## config.mk

```make
export PLATFORM = sky130hd
export DESIGN_NAME = dac_rb_ctrl
export DESIGN_NICKNAME = d
export VERILOG_FILES = /design/src/rtl/dac_rb_pkg.sv /design/src/rtl/dac_rb_seq.sv /design/src/rtl/dac_rb_regs.sv /design/src/rtl/dac_rb_rdmux.sv /design/src/rtl/dac_rb_ctrl.sv
export SDC_FILE = /design/constraint.sdc
export NUM_CORES = 1
export LEC_CHECK = 0
export CORE_MARGIN = 1.5
export CORE_UTILIZATION = 56
export DETAILED_ROUTE_END_ITERATION = 12
export PLACE_DENSITY_LB_ADDON = 0.1
export SYNTH_ARGS = -nofsm -noshare
export SYNTH_HDL_FRONTEND = slang
export SYNTH_SLANG_ARGS = --single-unit
```

## constraint.sdc

```tcl
create_clock -name clk -period 2.8 [get_ports clk]
set_input_delay 0.7 -clock clk [delete_from_list [all_inputs] [get_ports clk]]
set_output_delay 0.7 -clock clk [all_outputs]
set_load 0.02 [all_outputs]
```

## src/rtl/dac_rb_pkg.sv

```systemverilog
package dac_rb_pkg;

    localparam int BYTE_W = 8;

    typedef enum logic [2:0] {
        ST_IDLE,
        ST_WCMD,
        ST_WHI,
        ST_WLO,
        ST_WSKIP,
        ST_RSEND,
        ST_RDONE
    } rb_state_t;

    localparam logic [3:0] OP_PWR  = 4'h4;
    localparam logic [3:0] OP_REF  = 4'h7;
    localparam logic [3:0] OP_CODE = 4'h8;
    localparam logic [3:0] SEL_ALL = 4'hF;

    function automatic logic is_load(input logic [3:0] op);
        return (op == 4'h1) || (op == 4'h2) || (op == 4'h3);
    endfunction

endpackage

```

## src/rtl/dac_rb_seq.sv

```systemverilog
module dac_rb_seq
    import dac_rb_pkg::*;
(
    input  logic              clk,
    input  logic              rst_n,
    input  logic              ev_start,
    input  logic              ev_rnw,
    input  logic              ev_stop,
    input  logic              rx_valid,
    input  logic              rd_req,
    input  logic              rd_nack,
    input  logic [BYTE_W-1:0] tx_byte,
    output logic              st_cmd,
    output logic              st_hi,
    output logic              st_exec,
    output logic [1:0]        rd_idx,
    output logic [BYTE_W-1:0] rd_data,
    output logic              rd_valid,
    output rb_state_t         state
);

    rb_state_t state_nx;
    logic      quiet;

    assign quiet = !ev_start && !ev_stop;

    always_ff @(posedge clk) begin
        if (!rst_n) state <= ST_IDLE;
        else        state <= state_nx;
    end

    always_comb begin
        state_nx = state;
        st_cmd   = 1'b0;
        st_hi    = 1'b0;
        st_exec  = 1'b0;
        if (ev_start) begin
            state_nx = ev_rnw ? ST_RSEND : ST_WCMD;
        end else if (ev_stop) begin
            state_nx = ST_IDLE;
        end else begin
            unique case (state)
                ST_WCMD:  if (rx_valid) begin state_nx = ST_WHI;   st_cmd  = 1'b1; end
                ST_WHI:   if (rx_valid) begin state_nx = ST_WLO;   st_hi   = 1'b1; end
                ST_WLO:   if (rx_valid) begin state_nx = ST_WSKIP; st_exec = 1'b1; end
                ST_RSEND: if (rd_nack)    state_nx = ST_RDONE;
                ST_IDLE, ST_WSKIP, ST_RDONE: state_nx = state;
                default:  state_nx = ST_IDLE;
            endcase
        end
    end

    always_ff @(posedge clk) begin
        if (!rst_n) begin
            rd_idx   <= '0;
            rd_data  <= '1;
            rd_valid <= 1'b0;
        end else begin
            rd_valid <= rd_req;
            if (rd_req)
                rd_data <= (state == ST_RSEND) ? tx_byte : '1;
            if (ev_start)
                rd_idx <= '0;
            else if (quiet && rd_req && state == ST_RSEND && rd_idx != 2'd3)
                rd_idx <= rd_idx + 2'd1;
        end
    end

endmodule

```

## src/rtl/dac_rb_regs.sv

```systemverilog
module dac_rb_regs
    import dac_rb_pkg::*;
#(
    parameter int CODE_W = 12
) (
    input  logic                   clk,
    input  logic                   rst_n,
    input  logic                   st_cmd,
    input  logic                   st_hi,
    input  logic                   st_exec,
    input  logic [BYTE_W-1:0]      rx_byte,
    output logic [BYTE_W-1:0]      cmd_q,
    output logic [BYTE_W-1:0]      hi_q,
    output logic [BYTE_W-1:0]      lo_q,
    output logic                   armed,
    output logic [1:0][CODE_W-1:0] code_q,
    output logic [1:0][CODE_W-1:0] dac_q,
    output logic [1:0]             pwdn,
    output logic [1:0]             ref_rf,
    output logic                   ref_mode
);

    localparam int WORD_W = 2 * BYTE_W;

    logic [3:0]        op;
    logic [3:0]        sel;
    logic [WORD_W-1:0] in_word;
    logic [CODE_W-1:0] in_code;

    assign op      = cmd_q[7:4];
    assign sel     = cmd_q[3:0];
    assign in_word = {hi_q, rx_byte};
    assign in_code = in_word[WORD_W-1 -: CODE_W];

    always_ff @(posedge clk) begin
        if (!rst_n) begin
            cmd_q    <= '0;
            hi_q     <= '0;
            lo_q     <= '0;
            armed    <= 1'b0;
            pwdn     <= '0;
            ref_rf   <= '0;
            ref_mode <= 1'b0;
        end else begin
            if (st_cmd) begin
                cmd_q <= rx_byte;
                armed <= 1'b0;
            end
            if (st_hi) hi_q <= rx_byte;
            if (st_exec) begin
                lo_q  <= rx_byte;
                armed <= 1'b1;
                if (op == OP_PWR) pwdn <= rx_byte[1:0];
                if (op == OP_REF) begin
                    ref_rf   <= rx_byte[1:0];
                    ref_mode <= rx_byte[2];
                end
            end
        end
    end

    for (genvar ch = 0; ch < 2; ch++) begin : g_ch
        logic hit;
        assign hit = (sel == 4'(ch)) || (sel == SEL_ALL);
        always_ff @(posedge clk) begin
            if (!rst_n) begin
                code_q[ch] <= '0;
                dac_q[ch]  <= '0;
            end else if (st_exec && hit) begin
                if (op == OP_CODE) code_q[ch] <= in_code;
                if (is_load(op))   dac_q[ch]  <= code_q[ch];
            end
        end
    end

endmodule

```

## src/rtl/dac_rb_rdmux.sv

```systemverilog
module dac_rb_rdmux
    import dac_rb_pkg::*;
#(
    parameter int         CODE_W = 12,
    parameter logic [2:0] REV_ID = 3'b011
) (
    input  logic [BYTE_W-1:0]      cmd_q,
    input  logic [BYTE_W-1:0]      hi_q,
    input  logic [BYTE_W-1:0]      lo_q,
    input  logic                   armed,
    input  logic [1:0][CODE_W-1:0] code_q,
    input  logic [1:0][CODE_W-1:0] dac_q,
    input  logic [1:0]             pwdn,
    input  logic [1:0]             ref_rf,
    input  logic                   ref_mode,
    input  logic [1:0]             rd_idx,
    output logic [BYTE_W-1:0]      tx_byte
);

    localparam int WORD_W = 2 * BYTE_W;
    localparam int PAD_W  = WORD_W - CODE_W;

    logic [3:0]        op;
    logic              ch;
    logic [WORD_W-1:0] word;

    assign op = cmd_q[7:4];
    assign ch = (cmd_q[3:0] == 4'h1);

    always_comb begin
        if (op == OP_CODE)
            word = WORD_W'(code_q[ch]) << PAD_W;
        else if (is_load(op))
            word = WORD_W'(dac_q[ch]) << PAD_W;
        else if (op == OP_PWR)
            word = {{(WORD_W-2){1'b0}}, pwdn};
        else
            word = {{BYTE_W{1'b0}}, 1'b0, REV_ID, 1'b0, ref_mode, ref_rf};
    end

    always_comb begin
        tx_byte = '1;
        if (armed) begin
            unique case (rd_idx)
                2'd0:    tx_byte = cmd_q;
                2'd1:    tx_byte = hi_q;
                2'd2:    tx_byte = lo_q;
                default: tx_byte = '1;
            endcase
        end else begin
            unique case (rd_idx)
                2'd0:    tx_byte = word[WORD_W-1:BYTE_W];
                2'd1:    tx_byte = word[BYTE_W-1:0];
                default: tx_byte = '1;
            endcase
        end
    end

endmodule

```

## src/rtl/dac_rb_ctrl.sv

```systemverilog
module dac_rb_ctrl
    import dac_rb_pkg::*;
#(
    parameter int         CODE_W = 12,
    parameter logic [2:0] REV_ID = 3'b011
) (
    input  logic              clk,
    input  logic              rst_n,
    input  logic              ev_start,
    input  logic              ev_rnw,
    input  logic              ev_stop,
    input  logic              rx_valid,
    input  logic [7:0]        rx_byte,
    input  logic              rd_req,
    input  logic              rd_nack,
    output logic [7:0]        rd_data,
    output logic              rd_valid,
    output logic [CODE_W-1:0] dac_a,
    output logic [CODE_W-1:0] dac_b,
    output logic [1:0]        pwdn
);

    logic                   st_cmd, st_hi, st_exec;
    logic [1:0]             rd_idx;
    logic [BYTE_W-1:0]      tx_byte;
    logic [BYTE_W-1:0]      cmd_q, hi_q, lo_q;
    logic                   armed;
    logic [1:0][CODE_W-1:0] code_q, dac_q;
    logic [1:0]             ref_rf;
    logic                   ref_mode;
    rb_state_t              state;

    dac_rb_seq u_seq (
        .clk(clk), .rst_n(rst_n), .ev_start(ev_start), .ev_rnw(ev_rnw),
        .ev_stop(ev_stop), .rx_valid(rx_valid), .rd_req(rd_req),
        .rd_nack(rd_nack), .tx_byte(tx_byte), .st_cmd(st_cmd),
        .st_hi(st_hi), .st_exec(st_exec), .rd_idx(rd_idx),
        .rd_data(rd_data), .rd_valid(rd_valid), .state(state)
    );

    dac_rb_regs #(.CODE_W(CODE_W)) u_regs (
        .clk(clk), .rst_n(rst_n), .st_cmd(st_cmd), .st_hi(st_hi),
        .st_exec(st_exec), .rx_byte(rx_byte), .cmd_q(cmd_q), .hi_q(hi_q),
        .lo_q(lo_q), .armed(armed), .code_q(code_q), .dac_q(dac_q),
        .pwdn(pwdn), .ref_rf(ref_rf), .ref_mode(ref_mode)
    );

    dac_rb_rdmux #(.CODE_W(CODE_W), .REV_ID(REV_ID)) u_mux (
        .cmd_q(cmd_q), .hi_q(hi_q), .lo_q(lo_q), .armed(armed),
        .code_q(code_q), .dac_q(dac_q), .pwdn(pwdn), .ref_rf(ref_rf),
        .ref_mode(ref_mode), .rd_idx(rd_idx), .tx_byte(tx_byte)
    );

    assign dac_a = dac_q[0];
    assign dac_b = dac_q[1];

endmodule

```

==> results.py, run 1 <==
metrics = {
    "run_status": {
        "status": "complete, no violations",
    },
    "logic_synthesis": {
        "synthArstFlopShare_pct": 0,
        "syn_avg_cell_area_sq_um": 8.92,
        "synthFlopType": "dfxtp_1",
        "ys_warn_count": 0,
        "yosysSeqAreaShare_pct": 41.5,
        "syn_inst": 498,
        "synth_nets": 518,
        "synth_cell_types": 46,
        "syn_area_sq_um": 4440,
        "synth_edf_count": 0,
        "ys_ff_latch": 92,
    },
    "clock_network": {
        "cts-root-buf": "clkbuf_8",
        "htreeDepth": 3,
        "clock_sinks": 92,
        "cts_tree": "yes",
        "insertion_delay_ps": 360,
        "cts_setup_buffers": 0,
        "cts_hold_buf": 0,
        "postCtsResizedCells": 0,
        "cts_buffers": 9,
        "clk_path_buf_depth": 2,
        "clkTransAtPathRegs_ps": 90,
    },
    "sta": {
        "timing.final.crit_period_ps": 2350,
        "max_freq_mhz": 426,
        "timing.final.crit_share_pct": 83.8,
        "fin_skew_ps": 7.54,
        "worst_pin_slew_ps": 720,
        "hold_viol": 0,
        "grt_setup_unrepaired": "false",
        "relSlewSlack_pct": 52.0,
        "whs_ps": 492,
        "fin_tns_setup_ps": 0,
        "drv_slew": 0,
        "setup_viol": 0,
    },
    "final_layout": {
        "layout.nets": 571,
        "area_growth_pct": 20.7,
        "antenna_cells": 0,
        "drive_gt1_share_pct": 9.35,
        "fin_area_sq_um": 5360,
        "n_fill_cell": 624,
    },
    "worst_setup_path": {
        "crit_fanout": 7,
        "r2r_end": "u_seq.rd_data[6]",
        "crit_slowest_cell": "clkdlybuf4s50_1",
        "crit_required_ps": 3080,
        "critPathArrivalTime_ps": 2630,
        "endpoint_kind": "flip-flop",
        "ff2ff_setup_slack_ps": 540,
        "regToRegStartpoint": "u_regs.cmd_q[0]",
        "cp_top_family": "simple AND/OR/NAND/NOR gates",
        "cp_slowest_stage_delay_ps": 510,
        "reg2reg_depth": 5,
        "startpoint_type": "input pin",
        "critPathBufInv": 3,
        "worstSetupPathType": "in -> reg",
        "cp_cell_sequence": "clkdlybuf4s50_1 > nor4b_4 > and3_1 > buf_4 > and3_1 > buf_4 > nand2_1 > a21boi_0",
    },
    "global_routing": {
        "grt_pass1_wl_mm": 18.6,
        "grt_max_degree": 45,
        "grt_remaining_overflow": 0,
        "track_usage_pct": 28.2,
        "grt_pass1_vias": 3652,
        "antenna_found_initial": 0,
    },
    "min_path": {
        "hold_class": "reg -> reg",
        "min_path_cells": 2,
        "hp-start": "u_regs.code_q[7]",
        "hold_end": "u_regs.code_q[7]",
    },
    "drt": {
        "post-route-drc-count": 0,
        "avgRoutedWirePerCell_um": 17.5,
        "drtAntennaViolNets": 0,
        "wl_met2_mm": 5.37,
        "vias_per_cell": 5.88,
        "m1WireLength_mm": 5.25,
        "routed.top_layer": "met4",
        "drtIter0Drc": 249,
        "wl_mm": 11.5,
        "vias": 3866,
        "drt_pass1_iterations": 5,
        "wl_met3_um": 720,
    },
    "floorplanning": {
        "placeableCoreArea_sq_um": 7690,
        "die-area_sq_um": 8470,
        "start_util_pct": 57.8,
        "fp.dieW_um": 92.0,
        "ioPinCount": 51,
        "fp.dieH_um": 92.0,
        "rows": 32,
    },
    "placed_design": {
        "place_congestion": 0.914,
        "hpwl_mm": 8.14,
        "dpl_cell_area_sq_um": 5090,
        "io_buffers": 50,
    },
    "job": {
        "cap_violations": 0,
    },
    "power_and_ir_drop": {
        "peakVddDrop_uv": 298,
        "p_leak_nw": 1.96,
        "powerDensity_nw_per_um2": 492,
    },
}
synthesized netlist by cell type, types with 5 or more instances:
cell | number | area (sq um)
dfxtp_1 | 92 | 1840
a22oi_1 | 7 | 52.6
a21boi_0 | 20 | 150
nand3_1 | 21 | 105
nor2b_1 | 63 | 394
o21ai_0 | 10 | 50.1
and2_1 | 5 | 31.3
a21oi_1 | 27 | 135
nor2_1 | 14 | 52.6
nand2_1 | 83 | 312
clkbuf_1 | 19 | 71.3
inv_1 | 5 | 18.8
buf_2 | 6 | 30.0
mux2i_1 | 67 | 671
how the worst max path moves through the flow:
stage	depth (start not counted)	endpoint	slack, ps	from
after floorplan	7	u_regs.dac_q[12]	600	ev_start
after global placement	8	u_regs.dac_q[10]	220	ev_stop
after detailed placement	8	u_regs.code_q[5]	110	ev_stop
after CTS	8	u_regs.code_q[5]	480	ev_stop
after global routing	8	u_regs.code_q[5]	350	ev_stop
final	8	u_regs.code_q[5]	450	ev_stop
routing by layer:
metal / global-route usage, % / up-vias
met3: 3.48 / 19
met1: 38.8 / 1852
li1: - / 1833
met2: 45.4 / 162
met4: 10.3 / 0
met5: 0 / -
final cells by class:
type / count / area (sq um) / share of cell area, %
clock inverter: 7 / 146 / 2.73
multi-input combinational: 372 / 2450 / 45.7
clock buffer: 9 / 124 / 2.31
sequential: 92 / 1840 / 34.4
inverter: 5 / 18.8 / 0.350
timing repair buffer: 71 / 653 / 12.2
tap: 102 / 128 / 2.38
power by group:
part	leakage, nW	total, W	internal (W)	switching (W)
sequential	0.742	0.00132	0.00131	0.00000982
clock	0.134	0.00118	0.000691	0.000490
combinational	1.09	0.000133	0.0000639	0.0000696
total	1.96	0.00264	0.00207	0.000570
cells in the final DEF, fill, tap and decap left out, types with 4 or more instances in the layout:
cell type	Yosys	final
a21boi_0	20	20
a21oi_1	27	27
a22oi_1	7	7
and2_1	5	5
buf_4	2	21
bufinv_16	0	4
clkbuf_8	0	9
clkdlybuf4s50_1	0	49
dfxtp_1	92	92
ha_1	4	4
inv_1	5	5
mux2i_1	67	67
nand2_1	83	83
nand3_1	21	21
nand4b_1	4	4
nor2_1	14	14
nor2b_1	63	63
nor3_1	4	4
o21ai_0	10	10
worst min-delay path: stages, from the launching register on:
cell	delay [ps]
dfxtp_1	340
nand2_1	50
a21boi_0	60
per-stage QoR:
stage | setup WS [ps] | power (W) | std cells | util [%]
after floorplan | 599 | 0.00142 | 498 | -
after global placement | 219 | 0.00148 | 642 | 66.2
after detailed placement | 109 | 0.00149 | 642 | 66.2
after CTS | 478 | 0.00265 | 658 | 69.7
after global routing | 349 | 0.00271 | 658 | 69.7
final | 455 | 0.00264 | 658 | 69.7
cells by family (layout without fill, tap and decap cells):
family	after synthesis	in the layout	share of synthesized area, %
flip-flops	92	92	41.5
AO/OA/AOI/OAI	84	84	12.7
buffers and inverters	34	92	3.55
multiplexers	68	68	15.4
AND/OR/NAND/NOR	214	214	25.4
adder cells (fa/ha/maj)	4	4	1.13
XOR/XNOR	2	2	0.395
state kept, by name, indices dropped and copies added, names as in the netlist, 2 cells and up:
register	cells
u_regs.dac_q	24
u_seq.rd_data	8
u_regs.hi_q	8
u_regs.lo_q	8
u_regs.pwdn	2
u_seq.state	3
u_regs.code_q	24
u_regs.cmd_q	8
u_regs.ref_rf	2
u_seq.rd_idx	2
(Power assumes the default switching activity.)
==> inputs of run 2 (changes only) <==
Settings changed: CORE_UTILIZATION 56 to 51.
Clock period 2.8 ns to 2 ns, I/O delays scaled along.
==> run 2 against run 1 <==
Worst setup slack worse by 390 ps; via count increased by 1.2%; highest routed layer unchanged; routed wire length up 4.0%; die area is 9.5% higher; flip-flop and latch count is the same; utilization down 3.2 points; power grew 32%; cell area increased by 3.5%; sequential share of layout area fell by 1.2 points; clock skew rose by 6.3 ps; first-iteration DRC count down 12%; register-to-register slack got worse by 410 ps.
==> results.py, run 2 (same netlist as run 1, synthesis figures left out) <==
metrics = {
    "drt": {
        "drtAntennaViolNets": 0,
        "drtIter0Drc": 218,
        "vias_per_cell": 5.73,
        "post-route-drc-count": 0,
        "wl_mm": 12.0,
        "avgRoutedWirePerCell_um": 17.6,
        "drt_pass1_iterations": 5,
        "vias": 3911,
    },
    "power_and_ir_drop": {
        "powerDensity_nw_per_um2": 627,
        "p_leak_nw": 2.06,
        "power.internal_w": 0.00269,
        "p_clk_share_pct": 40.8,
        "pwr-share-comb_pct": 6.0,
        "p_switching_w": 0.000790,
        "peakVddDrop_uv": 392,
        "sequentialPowerShare_pct": 53.2,
        "swShare_pct": 22.7,
    },
    "clock_network": {
        "cts_tree": "yes",
        "clkTransAtPathRegs_ps": 90,
        "cts_buffers": 9,
        "htreeDepth": 3,
        "cts_hold_buf": 0,
        "insertion_delay_ps": 360,
        "cts-root-buf": "clkbuf_8",
        "clock_sinks": 92,
        "clk_path_buf_depth": 2,
    },
    "floorplanning": {
        "start_util_pct": 53.2,
        "die-area_sq_um": 9280,
        "ioPinCount": 51,
        "fp.dieH_um": 96.3,
        "fp.dieW_um": 96.3,
        "placeableCoreArea_sq_um": 8340,
        "rows": 33,
    },
    "final_layout": {
        "final_util_pct": 66.5,
        "drive_gt1_share_pct": 13.2,
        "layout.nets": 592,
        "area_growth_pct": 25.0,
        "mostFrequentLayoutCell": "dfxtp_1",
        "final_cell_mix": "dfxtp_1, nand2_1, mux2i_1",
        "final-instance-count-excl-fill": 682,
        "antenna_cells": 0,
        "reg.largest.list": "u_regs.code_q x24, u_regs.dac_q x24",
    },
    "sta": {
        "timing.final.crit_share_pct": 96.8,
        "timing.final.crit_period_ps": 1940,
        "fin_skew_ps": 13.8,
        "drv_slew": 0,
        "worst_pin_slew_ps": 374,
        "grt_setup_unrepaired": "false",
        "max_freq_mhz": 516,
        "setup_viol": 0,
        "relSlewSlack_pct": 74.9,
        "hold_viol": 0,
    },
    "worst_setup_path": {
        "critPathBufInv": 2,
        "cp_slowest_stage_delay_ps": 460,
        "cp_top_family": "simple AND/OR/NAND/NOR gates",
        "startpoint_type": "input pin",
        "crit_required_ps": 2260,
        "worstSetupPathType": "in -> reg",
        "critPathArrivalTime_ps": 2200,
        "crit_slowest_cell": "clkdlybuf4s50_1",
        "endpoint_kind": "flip-flop",
        "cp_cell_sequence": "clkdlybuf4s50_1 > nor4b_4 > and3_4 > buf_4 > and4_4 > mux2i_1 > nor2b_1",
        "crit_fanout": 6,
    },
    "job": {
        "cap_violations": 0,
    },
    "global_routing": {
        "grt_pass1_vias": 3771,
        "grt_remaining_overflow": 0,
        "grt_pass1_wl_mm": 19.1,
        "track_usage_pct": 27.3,
        "antenna_found_initial": 0,
        "grt_max_degree": 70,
    },
    "placed_design": {
        "place_congestion": 0.871,
        "io_buffers": 50,
        "hpwl_mm": 8.55,
        "dp_cells": 665,
    },
    "min_path": {
        "hold_class": "in -> reg",
    },
    "run_status": {
        "status": "complete, no violations",
    },
}
run 2: metrics by stage:
step	setup slack [ps]	hold WS, ps	area [sq um]	TNS (ps)	total power, W
after floorplan	-1.13	453	4440	-11.3	0.00199
after global placement	-369	459	5300	-17800	0.00210
after detailed placement	-435	478	5300	-20140	0.00210
after CTS	9.98	452	5520	0	0.00349
after global routing	4.25	474	5550	0	0.00358
final	63.6	454	5550	0	0.00348
run 2: metal layers:
metal  track usage [%]  vias to the layer above  share of wire, %
li1                  -                     1884                 -
met3              4.66                       20               4.8
met4              9.66                        0               1.7
met1              37.2                     1889                47
met2              43.4                      118                47
met5                 0                        -                 0
run 2: worst register-to-register path: stages, from the launching register on:
cell and delay, ps:
dfxtp_1 320, buf_4 160, nor4b_4 370, buf_12 190, mux2i_1 220, o221ai_1 170, a221oi_1 280, nor2_1 60
run 2: worst paths after layout:
kind / startpoint / to / slack [ps] / depth (start not counted)
setup / recovery: ev_stop / u_regs.ref_rf[1] / 60 / 7
hold reg to reg: u_regs.code_q[8] / u_regs.code_q[8] / 490 / 2
hold / removal: rst_n / u_seq.rd_valid / 450 / 2
setup reg to reg: u_regs.cmd_q[1] / u_seq.rd_data[3] / 130 / 7
run 2: what timing repair did:
item	in CTS	in global routing
pin swaps	0	2
endpoints found under the setup margin	8	37
buffers inserted	0	1
cloned	0	0
resized for setup	2	9
run 2: power groups by stage:
| stage | sequential, W | combinational (W) | clock (W) |
|---|---|---|---|
| floorplan | 0.00190 | 0.0000978 | 0 |
| detailed placement | 0.00189 | 0.000205 | 0 |
| global placement | 0.00189 | 0.000203 | 0 |
| CTS | 0.00185 | 0.000206 | 0.00143 |
| finish | 0.00185 | 0.000209 | 0.00142 |
| global route | 0.00185 | 0.000224 | 0.00151 |
run 2: cell type report:
class / instances / area [sq um]
multi-input combinational: 372 / 2470
clock inverter: 5 / 83.8
sequential: 92 / 1840
timing repair buffer: 92 / 865
tap: 105 / 131
fill: 727 / 2790
clock buffer: 11 / 141
inverter: 5 / 18.8
==> inputs of run 3 (changes only) <==
Settings changed: SLEW_MARGIN from default to 20.
==> results of run 3 <==
No change in the layout: final DEF, timing and power equal those of run 2.
